<file path="config.mk">
export PLATFORM = sky130hd
export DESIGN_NAME = snoop_tag_arbiter
export DESIGN_NICKNAME = d
export VERILOG_FILES = /design/src/rtl/stp_pkg.sv /design/src/rtl/stp_tag_store.sv /design/src/rtl/stp_port_arbiter.sv /design/src/rtl/stp_line_ctrl.sv /design/src/rtl/snoop_tag_arbiter.sv
export SDC_FILE = /design/constraint.sdc
export NUM_CORES = 1
export LEC_CHECK = 0
export BUFFER_PORTS_ARGS = -buffer_cell sky130_fd_sc_hd__buf_4
export CORE_ASPECT_RATIO = 0.75
export CORE_MARGIN = 2
export CORE_UTILIZATION = 50
export DETAILED_ROUTE_END_ITERATION = 12
export GPL_TIMING_DRIVEN = 0
export PLACE_DENSITY = 0.67
export SLEW_MARGIN = 20
export SYNTH_ARGS = -nofsm -noshare
export SYNTH_HDL_FRONTEND = slang
export SYNTH_SLANG_ARGS = --single-unit
</file>
<file path="constraint.sdc">
create_clock -name clk -period 4.2 [get_ports clk]
set_input_delay 0.42 -clock clk [delete_from_list [all_inputs] [get_ports clk]]
set_output_delay 0.42 -clock clk [all_outputs]
set_load 0.01 [all_outputs]
</file>
<file path="src/rtl/stp_pkg.sv">
package stp_pkg;
  typedef enum logic [1:0] {
    ST_INV = 2'b00,
    ST_SHR = 2'b01,
    ST_MOD = 2'b10
  } line_st_e;

  typedef enum logic [1:0] {
    SRC_NONE = 2'b00,
    SRC_FILL = 2'b01,
    SRC_CPU  = 2'b10,
    SRC_SNP  = 2'b11
  } port_src_e;

  // state a valid, matching line takes after an accepted snoop
  function automatic line_st_e snoop_next(input line_st_e cur, input logic own);
    if (own)            return ST_INV;
    if (cur == ST_MOD)  return ST_SHR;
    return cur;
  endfunction

  function automatic logic needs_flush(input line_st_e cur);
    return cur == ST_MOD;
  endfunction

  function automatic line_st_e fill_state(input logic excl);
    return excl ? ST_MOD : ST_SHR;
  endfunction
endpackage

</file>
<file path="src/rtl/stp_tag_store.sv">
module stp_tag_store
  import stp_pkg::*;
#(
  parameter int TAG_W = 6,
  parameter int IDX_W = 3
) (
  input  logic             clk,
  input  logic             rst_n,
  input  logic [IDX_W-1:0] rd_idx,
  output logic [TAG_W-1:0] rd_tag,
  output line_st_e         rd_state,
  input  logic             wr_en,
  input  logic [IDX_W-1:0] wr_idx,
  input  logic [TAG_W-1:0] wr_tag,
  input  line_st_e         wr_state
);
  localparam int LINES = 1 << IDX_W;

  logic [TAG_W-1:0] tag_q [LINES];
  line_st_e         st_q  [LINES];

  generate
    for (genvar i = 0; i < LINES; i++) begin : g_line
      always_ff @(posedge clk) begin
        if (!rst_n) begin
          tag_q[i] <= '0;
          st_q[i]  <= ST_INV;
        end else if (wr_en && wr_idx == IDX_W'(i)) begin
          tag_q[i] <= wr_tag;
          st_q[i]  <= wr_state;
        end
      end
    end
  endgenerate

  assign rd_tag   = tag_q[rd_idx];
  assign rd_state = st_q[rd_idx];

  assert_legal_state_R2: assert property (@(posedge clk) disable iff (!rst_n)
    wr_en |-> (wr_state != line_st_e'(2'b11)));
endmodule

</file>
<file path="src/rtl/stp_port_arbiter.sv">
module stp_port_arbiter
  import stp_pkg::*;
#(
  parameter int ADDR_W = 9
) (
  input  logic              clk,
  input  logic              rst_n,
  input  logic              fill_valid,
  input  logic              fill_excl,
  input  logic [ADDR_W-1:0] fill_addr,
  input  logic              cpu_req,
  input  logic              cpu_we,
  input  logic [ADDR_W-1:0] cpu_addr,
  input  logic              snp_req,
  output port_src_e         src,
  output logic              snp_stall,
  output logic              retry_pend
);
  logic [ADDR_W-1:0] pend_addr_q;
  logic              pend_q;
  logic              store_retired;

  always_comb begin
    if (fill_valid)                    src = SRC_FILL;
    else if (cpu_req)                  src = SRC_CPU;
    else if (snp_req && !pend_q)       src = SRC_SNP;
    else                               src = SRC_NONE;
  end

  assign snp_stall     = snp_req && (src != SRC_SNP);
  assign store_retired = (src == SRC_CPU) && cpu_we && (cpu_addr == pend_addr_q);
  assign retry_pend    = pend_q;

  always_ff @(posedge clk) begin
    if (!rst_n) begin
      pend_q      <= 1'b0;
      pend_addr_q <= '0;
    end else if (fill_valid && fill_excl) begin
      pend_q      <= 1'b1;
      pend_addr_q <= fill_addr;
    end else if (store_retired) begin
      pend_q      <= 1'b0;
    end
  end

  assert_proc_beats_snoop_R9: assert property (@(posedge clk) disable iff (!rst_n)
    (cpu_req || fill_valid) && snp_req |-> snp_stall);

  assert_window_blocks_snoop_R10: assert property (@(posedge clk) disable iff (!rst_n)
    pend_q |-> (src != SRC_SNP));

  assert_window_opens_R10: assert property (@(posedge clk) disable iff (!rst_n)
    store_retired && !fill_valid |=> !pend_q);
endmodule

</file>
<file path="src/rtl/stp_line_ctrl.sv">
module stp_line_ctrl
  import stp_pkg::*;
#(
  parameter int TAG_W = 6
) (
  input  port_src_e        src,
  input  logic             fill_excl,
  input  logic             cpu_we,
  input  logic             snp_own,
  input  logic [TAG_W-1:0] req_tag,
  input  logic [TAG_W-1:0] rd_tag,
  input  line_st_e         rd_state,
  output logic             wr_en,
  output logic [TAG_W-1:0] wr_tag,
  output line_st_e         wr_state,
  output logic             cpu_hit,
  output logic             cpu_miss,
  output logic             cpu_upg,
  output logic             snp_hit,
  output logic             snp_flush
);
  logic match;
  assign match = (rd_state != ST_INV) && (rd_tag == req_tag);

  always_comb begin
    wr_en     = 1'b0;
    wr_tag    = rd_tag;
    wr_state  = rd_state;
    cpu_hit   = 1'b0;
    cpu_miss  = 1'b0;
    cpu_upg   = 1'b0;
    snp_hit   = 1'b0;
    snp_flush = 1'b0;
    unique case (src)
      SRC_FILL: begin
        wr_en    = 1'b1;
        wr_tag   = req_tag;
        wr_state = fill_state(fill_excl);
      end
      SRC_CPU: begin
        cpu_hit  = match && (!cpu_we || rd_state == ST_MOD);
        cpu_miss = !match;
        cpu_upg  = match && cpu_we && (rd_state == ST_SHR);
      end
      SRC_SNP: begin
        snp_hit   = match;
        snp_flush = match && needs_flush(rd_state);
        wr_en     = match;
        wr_state  = snoop_next(rd_state, snp_own);
      end
      default: ;
    endcase
  end
endmodule

</file>
<file path="src/rtl/snoop_tag_arbiter.sv">
module snoop_tag_arbiter
  import stp_pkg::*;
#(
  parameter  int TAG_W  = 6,
  parameter  int IDX_W  = 3,
  localparam int ADDR_W = TAG_W + IDX_W
) (
  input  logic              clk,
  input  logic              rst_n,
  input  logic              fill_valid,
  input  logic              fill_excl,
  input  logic [ADDR_W-1:0] fill_addr,
  input  logic              cpu_req,
  input  logic              cpu_we,
  input  logic [ADDR_W-1:0] cpu_addr,
  output logic              cpu_gnt,
  output logic              cpu_rsp_valid,
  output logic              cpu_rsp_hit,
  output logic              cpu_rsp_miss,
  output logic              cpu_rsp_upgrade,
  output logic              cpu_retry,
  input  logic              snp_req,
  input  logic              snp_own,
  input  logic [ADDR_W-1:0] snp_addr,
  output logic              snp_acc,
  output logic              snp_stall,
  output logic              snp_rsp_valid,
  output logic              snp_rsp_hit,
  output logic              snp_rsp_flush
);
  port_src_e        src;
  logic             retry_pend;
  logic [ADDR_W-1:0] sel_addr;
  logic [TAG_W-1:0] rd_tag, wr_tag;
  line_st_e         rd_state, wr_state;
  logic             wr_en;
  logic             hit_c, miss_c, upg_c, shit_c, flush_c;

  stp_port_arbiter #(.ADDR_W(ADDR_W)) u_arb (
    .clk(clk), .rst_n(rst_n),
    .fill_valid(fill_valid), .fill_excl(fill_excl), .fill_addr(fill_addr),
    .cpu_req(cpu_req), .cpu_we(cpu_we), .cpu_addr(cpu_addr),
    .snp_req(snp_req), .src(src), .snp_stall(snp_stall), .retry_pend(retry_pend)
  );

  always_comb begin
    unique case (src)
      SRC_FILL: sel_addr = fill_addr;
      SRC_CPU:  sel_addr = cpu_addr;
      default:  sel_addr = snp_addr;
    endcase
  end

  stp_tag_store #(.TAG_W(TAG_W), .IDX_W(IDX_W)) u_store (
    .clk(clk), .rst_n(rst_n),
    .rd_idx(sel_addr[IDX_W-1:0]), .rd_tag(rd_tag), .rd_state(rd_state),
    .wr_en(wr_en), .wr_idx(sel_addr[IDX_W-1:0]), .wr_tag(wr_tag), .wr_state(wr_state)
  );

  stp_line_ctrl #(.TAG_W(TAG_W)) u_ctrl (
    .src(src), .fill_excl(fill_excl), .cpu_we(cpu_we), .snp_own(snp_own),
    .req_tag(sel_addr[ADDR_W-1:IDX_W]), .rd_tag(rd_tag), .rd_state(rd_state),
    .wr_en(wr_en), .wr_tag(wr_tag), .wr_state(wr_state),
    .cpu_hit(hit_c), .cpu_miss(miss_c), .cpu_upg(upg_c),
    .snp_hit(shit_c), .snp_flush(flush_c)
  );

  assign cpu_gnt = (src == SRC_CPU);
  assign snp_acc = (src == SRC_SNP);

  always_ff @(posedge clk) begin
    if (!rst_n) begin
      cpu_rsp_valid   <= 1'b0;
      cpu_rsp_hit     <= 1'b0;
      cpu_rsp_miss    <= 1'b0;
      cpu_rsp_upgrade <= 1'b0;
      cpu_retry       <= 1'b0;
      snp_rsp_valid   <= 1'b0;
      snp_rsp_hit     <= 1'b0;
      snp_rsp_flush   <= 1'b0;
    end else begin
      cpu_rsp_valid   <= cpu_gnt;
      cpu_rsp_hit     <= hit_c;
      cpu_rsp_miss    <= miss_c;
      cpu_rsp_upgrade <= upg_c;
      cpu_retry       <= (src == SRC_FILL);
      snp_rsp_valid   <= snp_acc;
      snp_rsp_hit     <= shit_c;
      snp_rsp_flush   <= flush_c;
    end
  end

  assert_one_owner_R9: assert property (@(posedge clk) disable iff (!rst_n)
    $onehot0({fill_valid, cpu_gnt, snp_acc}));

  assert_retry_follows_fill_R2: assert property (@(posedge clk) disable iff (!rst_n)
    fill_valid |=> cpu_retry);

  assert_store_on_owned_R4: assert property (@(posedge clk) disable iff (!rst_n)
    cpu_gnt && cpu_we && rd_state == ST_MOD && rd_tag == cpu_addr[ADDR_W-1:IDX_W]
    |=> cpu_rsp_hit && !cpu_rsp_upgrade && !cpu_rsp_miss);

  assert_own_snoop_kills_R6: assert property (@(posedge clk) disable iff (!rst_n)
    snp_acc && snp_own && shit_c |-> wr_en && wr_state == ST_INV);

  assert_dirty_flush_R7: assert property (@(posedge clk) disable iff (!rst_n)
    snp_acc && rd_state == ST_MOD && rd_tag == snp_addr[ADDR_W-1:IDX_W] |=> snp_rsp_flush);

  assert_stall_held_R11: assert property (@(posedge clk) disable iff (!rst_n)
    snp_stall |=> snp_req && $stable(snp_addr) && $stable(snp_own));
endmodule

</file>
Word level (Yosys, flattened, before mapping)
Memories as Yosys holds them, arrays and structs flattened.
Cells that the tools add are included.
{"block": "classes", "n_bitwise": 16, "reduce_logical": 27, "muxes": 60, "n_eq_ne": 15}
{"cell": "$mux W6", "count": 9}
{"cell": "$mux W1", "count": 32}
{"cell": "$mux W2", "count": 16}
{"cell": "$logic_and A1 B1 Y1", "count": 18}
{"cell": "$pmux W9 S2", "count": 1}
{"cell": "$or A1 B1 Y1", "count": 16}
{"cell": "$eq A3 B3 Y1 const B", "count": 4}
{"cell": "$eq A9 B9 Y1", "count": 1}
{"cell": "$eq A2 B2 Y1 const B", "count": 3}
{"cell": "$eq A3 B2 Y1 const B", "count": 2}
{"cell": "$eq A6 B6 Y1", "count": 1}
{"cell": "$eq A2 B1 Y1 const B", "count": 2}
{"cell": "$pmux W2 S2", "count": 1}
{"cell": "$reduce_and A2 Y1", "count": 2}
{"cell": "$reduce_bool A2 Y1", "count": 2}
{"cell": "$eq A3 B1 Y1 const B", "count": 1}
{"cell": "$logic_not A1 Y1", "count": 3}
{"cell": "$logic_not A3 Y1", "count": 1}
{"cell": "$ne A2 B2 Y1 const B", "count": 1}
{"cell": "$pmux W1 S2", "count": 1}
{"cell": "$logic_or A1 B1 Y1", "count": 1}
{"block": "word_totals", "ram_bits": 64, "ff_bits": 18, "memories": 2}
{"name": "u_store.tag_q", "depth": 8, "word_bits": 6, "rd": 1, "rd_ports_with_merged_regs": 0, "wr": 8, "line": "stp_tag_store.sv:19", "text": "logic [TAG_W-1:0] tag_q [LINES];"}
{"name": "u_store.st_q", "depth": 8, "word_bits": 2, "rd": 1, "rd_ports_with_merged_regs": 0, "wr": 8, "line": "stp_tag_store.sv:20", "text": "line_st_e st_q [LINES];"}

Depth between registers and ports, before layout
An unclocked memory read counts as a cell.
{"block": "depth", "ltp_word": 16, "ltp_mapped": 13, "mapped_depth_nobuf": 9}

Cells and area by module
A second synthesis with hierarchy kept.
{"block": "hier_totals", "cells_unflattened": 357, "hier_area_um2": 4225.3}
{"module": "stp_tag_store", "cells_per_inst": 196, "instances": 1, "seq_area_each_um2": 1921.8, "area_per_inst_um2": 2989.1}
{"module": "stp_port_arbiter", "cells_per_inst": 61, "instances": 1, "seq_area_each_um2": 200.2, "area_per_inst_um2": 496.7}
{"module": "snoop_tag_arbiter", "cells_per_inst": 52, "instances": 1, "seq_area_each_um2": 160.2, "area_per_inst_um2": 462.9}
{"module": "stp_line_ctrl", "cells_per_inst": 48, "instances": 1, "seq_area_each_um2": 0.0, "area_per_inst_um2": 276.5}

Worst setup path before layout
Ideal clock, no wire load.
{"block": "synth_timing", "path_kind": "input to register", "from": "input cpu_req", "to": "memory u_store.st_q[0][0] in the netlist's numbering, enable pin", "slack_ns": 0.353, "arrival_ns": 3.460, "setup_ns": 0.387, "cell_stages": 11, "t_required_ns": 3.813, "cell_sequence": "buf_4 > mux2_2 > o21ai_2 > buf_4 > clkbuf_1 > o211ai_1 > xnor2_1 > nor4_4 > a31oi_1 > buf_2 > o31ai_1"}
{"item": "start, declared", "line": "snoop_tag_arbiter.sv:13", "text": "input logic cpu_req,"}
{"item": "end, declared", "line": "stp_tag_store.sv:20"}

==> impl_results.md <==
* Final-report setup violation count at 0
* Status: finished, violations left
* Post-synth EDFFs at 64
* Mapped Cells at 425
* Syn Area/Cell at 10.5 um2
* Critical R2R Launch: u_store.tag_q[3][3]
* Most common library cells after synthesis: nand2_1 (74), edfxtp_1 (64), o32ai_1 (32)
* TritonRoute pass-1 iters at 9
* Crit path kind: in -> reg
* Synth Cell Area at 0.00445 mm2
* Initial Utilization at 52.0%
* Met1 usage at 43.3%
* Final nets at 523
* Antenna-violating nets left at 0
* Die W at 113 um
* DR WL/cell at 23.5 um
* Synthesized Nets at 460
* Routed Wire Length at 14.1 mm
* Non-Filler Instances at 601
* I/O Pins at 46
* Most common cell in the netlist: nand2_1
* Share of cells above drive strength 1 at 22.5%
* Crit path cell chain: buf_4 -> buf_2 -> inv_2 -> a21boi_1 -> clkbuf_4 -> buf_2 -> nand2_1 -> a32oi_2 -> o221ai_4 -> xnor2_1 -> a2111oi_4 -> a31oi_2 -> buf_2 -> o31ai_4 -> buf_4
* CP delay by family, top: compound AO/OA/AOI/OAI gates
* Setup crit start: fill_valid
* Bufs on Longest Clock Path at 2
* Synth top area cells: edfxtp_1 (43%), dfxtp_1 (8.1%), o32ai_1 (6.3%)
* Maximum fanout along the worst path at 10
* Clk slew on worst S/H paths at 0.06 ns
* Initial DRC count at 573
* CP Data Required Time at 4.26 ns
* Final Wtd Congestion at 0.971
* PD cells at 383 mW/mm2
* Worst slew pin tran at 0.994 ns
* #FFs+latches synth at 82
* Asr flop ratio synth at 0%
* Most used cell, CP: buf_2
* Leakage power at 1.88 nW
* Clock buffer count from CTS at 9
* Worst min path class: in -> reg
* First-pass GRT wire length at 21.5 mm
* Worst setup EP type: flip-flop
* Yosys Warn Count at 0
* Total gr overflow at 0
* Clock skew at 0.0114 ns
* Root Buffer: clkbuf_16
* H-Tree Depth at 3
* Total global-route track usage at 30.1%
* Smallest hold slack at 0.276 ns
* CP peak stage delay at 0.43 ns
* Initial antenna violation count at 0
* Final Max Tran Viols at 0
* Critical Path Start Type: primary input
* Vias in the first global route at 3784
* Met2 usage at 45.3%
* FMAX at 246 MHz
* Synth area leader: edfxtp_1
* Die Area at 0.00968 mm2
* Share of Yosys cell area claimed by the top area cell type at 43.2%
* DPL Wire Length at 9.93 mm
* P&R area growth vs syn at 21.2%
* CTS tree: done
* Fin crit share at 96.8%
* Clock Latency Late Sink at 0.35 ns
* GRT busiest layer: met2
* Final Hold Fails at 0
* Placed cells at 578
* Distinct cells, synth at 56
* Site Rows at 29
* Core area at 0.00856 mm2
* Largest vdd supply drop at 289 uV
* Worst Hold Launch: cpu_we
* Via count at 4014
* Dpl cell area at 0.00496 mm2
* Post-synthesis sequential area ratio at 51.3%
* Post-route cell area at 0.00540 mm2
* # port buffers at 44
* Met3 global-route usage at 7.70%
* Worst path bufs/invs at 7
* Diode count at 0
* Clk sinks at 82
* Failing checks: design-rule violations
* Chip Height at 85.7 um
* Crit-path slowest cell: a2111oi_4
* Fin crit period at 4.07 ns
* Max_slew headroom at 33.7%
* Core Util, Final at 63.0%
* Residual DRC count at 3
* Maxcap violations at 0
* Worst Path Arrival at 4.13 ns
* Vias per std cell at 6.68
* Largest net degree at the start of global routing at 14
* Prevailing post-synth register cell: edfxtp_1
[logic make-up after synthesis]
group	after synthesis	synth area share (%)
and+or+nand+nor	162	17.6
buffers and inverters	32	3.15
AOI/OAI and AO/OA	110	18.7
DFF	82	51.3
xor gates and xnor gates	14	2.75
muxes	25	6.49
[sequential cells by signal (all words and copies together), names as in the netlist]
register,count
cpu_rsp_valid,1
cpu_rsp_upgrade,1
cpu_rsp_miss,1
snp_rsp_valid,1
snp_rsp_flush,1
u_store.st_q,16
snp_rsp_hit,1
u_store.tag_q,48
u_arb.retry_pend,1
cpu_retry,1
cpu_rsp_hit,1
u_arb.pend_addr_q,9
[timing repair]
item / in CTS / in global routing
endpoints found under the hold margin: 0 / 0
setup endpoints to repair: 56 / 55
hold buffers: 0 / 0
setup buffers: 4 / 3
pin swaps: 2 / 2
gates resized for setup: 6 / 13
[power by group]
part / leakage (nW) / internal, mW / switching, mW / total [mW]
clock: 0.126 / 0.395 / 0.321 / 0.715
combinational: 0.961 / 0.142 / 0.275 / 0.417
sequential: 0.797 / 0.920 / 0.0170 / 0.937
[path summary, 6_finish.rpt]
path / endpoint / slack (ns) / cells after the start
max: u_store.tag_q[0][3] / 0.13 / 15
max reg2reg: u_store.tag_q[5][1] / 0.46 / 10
min: cpu_rsp_hit / 0.28 / 2
min reg2reg: u_arb.pend_addr_q[6] / 0.48 / 2
[routing by layer]
metal	part of all wire, %	wire, um
met4	1.9	263
met5	0	0
met3	11	1580
met1	42	5990
met2	45	6300
[cell type report]
cell class | instances | area [um2]
repair buffers | 52 | 390
multi-input cells | 311 | 2180
inverters | 7 | 26.3
well taps | 108 | 135
fillers | 700 | 3170
plain buffers | 25 | 118
clock buffers | 10 | 229
clock inverters | 6 | 33.8
flip-flops and latches | 82 | 2280
[cells in the final DEF, fill, tap and decap left out, types with 10 or more instances in the layout]
master	netlist	final
buf_4	2	54
nand2_1	74	74
clkbuf_1	12	12
mux2i_1	17	16
a21boi_0	10	10
nand3_1	17	16
dfxtp_1	18	18
a21oi_1	19	19
xnor2_1	10	10
edfxtp_1	64	64
o32ai_1	32	32
nand4_1	17	17
nor2_1	15	15
[metrics by stage]
step	setup TNS (ns)	setup WS, ns	power, mW
finish	0	0.134	2.07
global route	-1.10	-0.0695	2.12
CTS	-1.03	-0.0705	2.04
detailed placement	-37.58	-0.774	1.32
global placement	-58.23	-1.07	1.31
floorplan	0	0.353	1.18
Power figures use the tool's default switching activity.
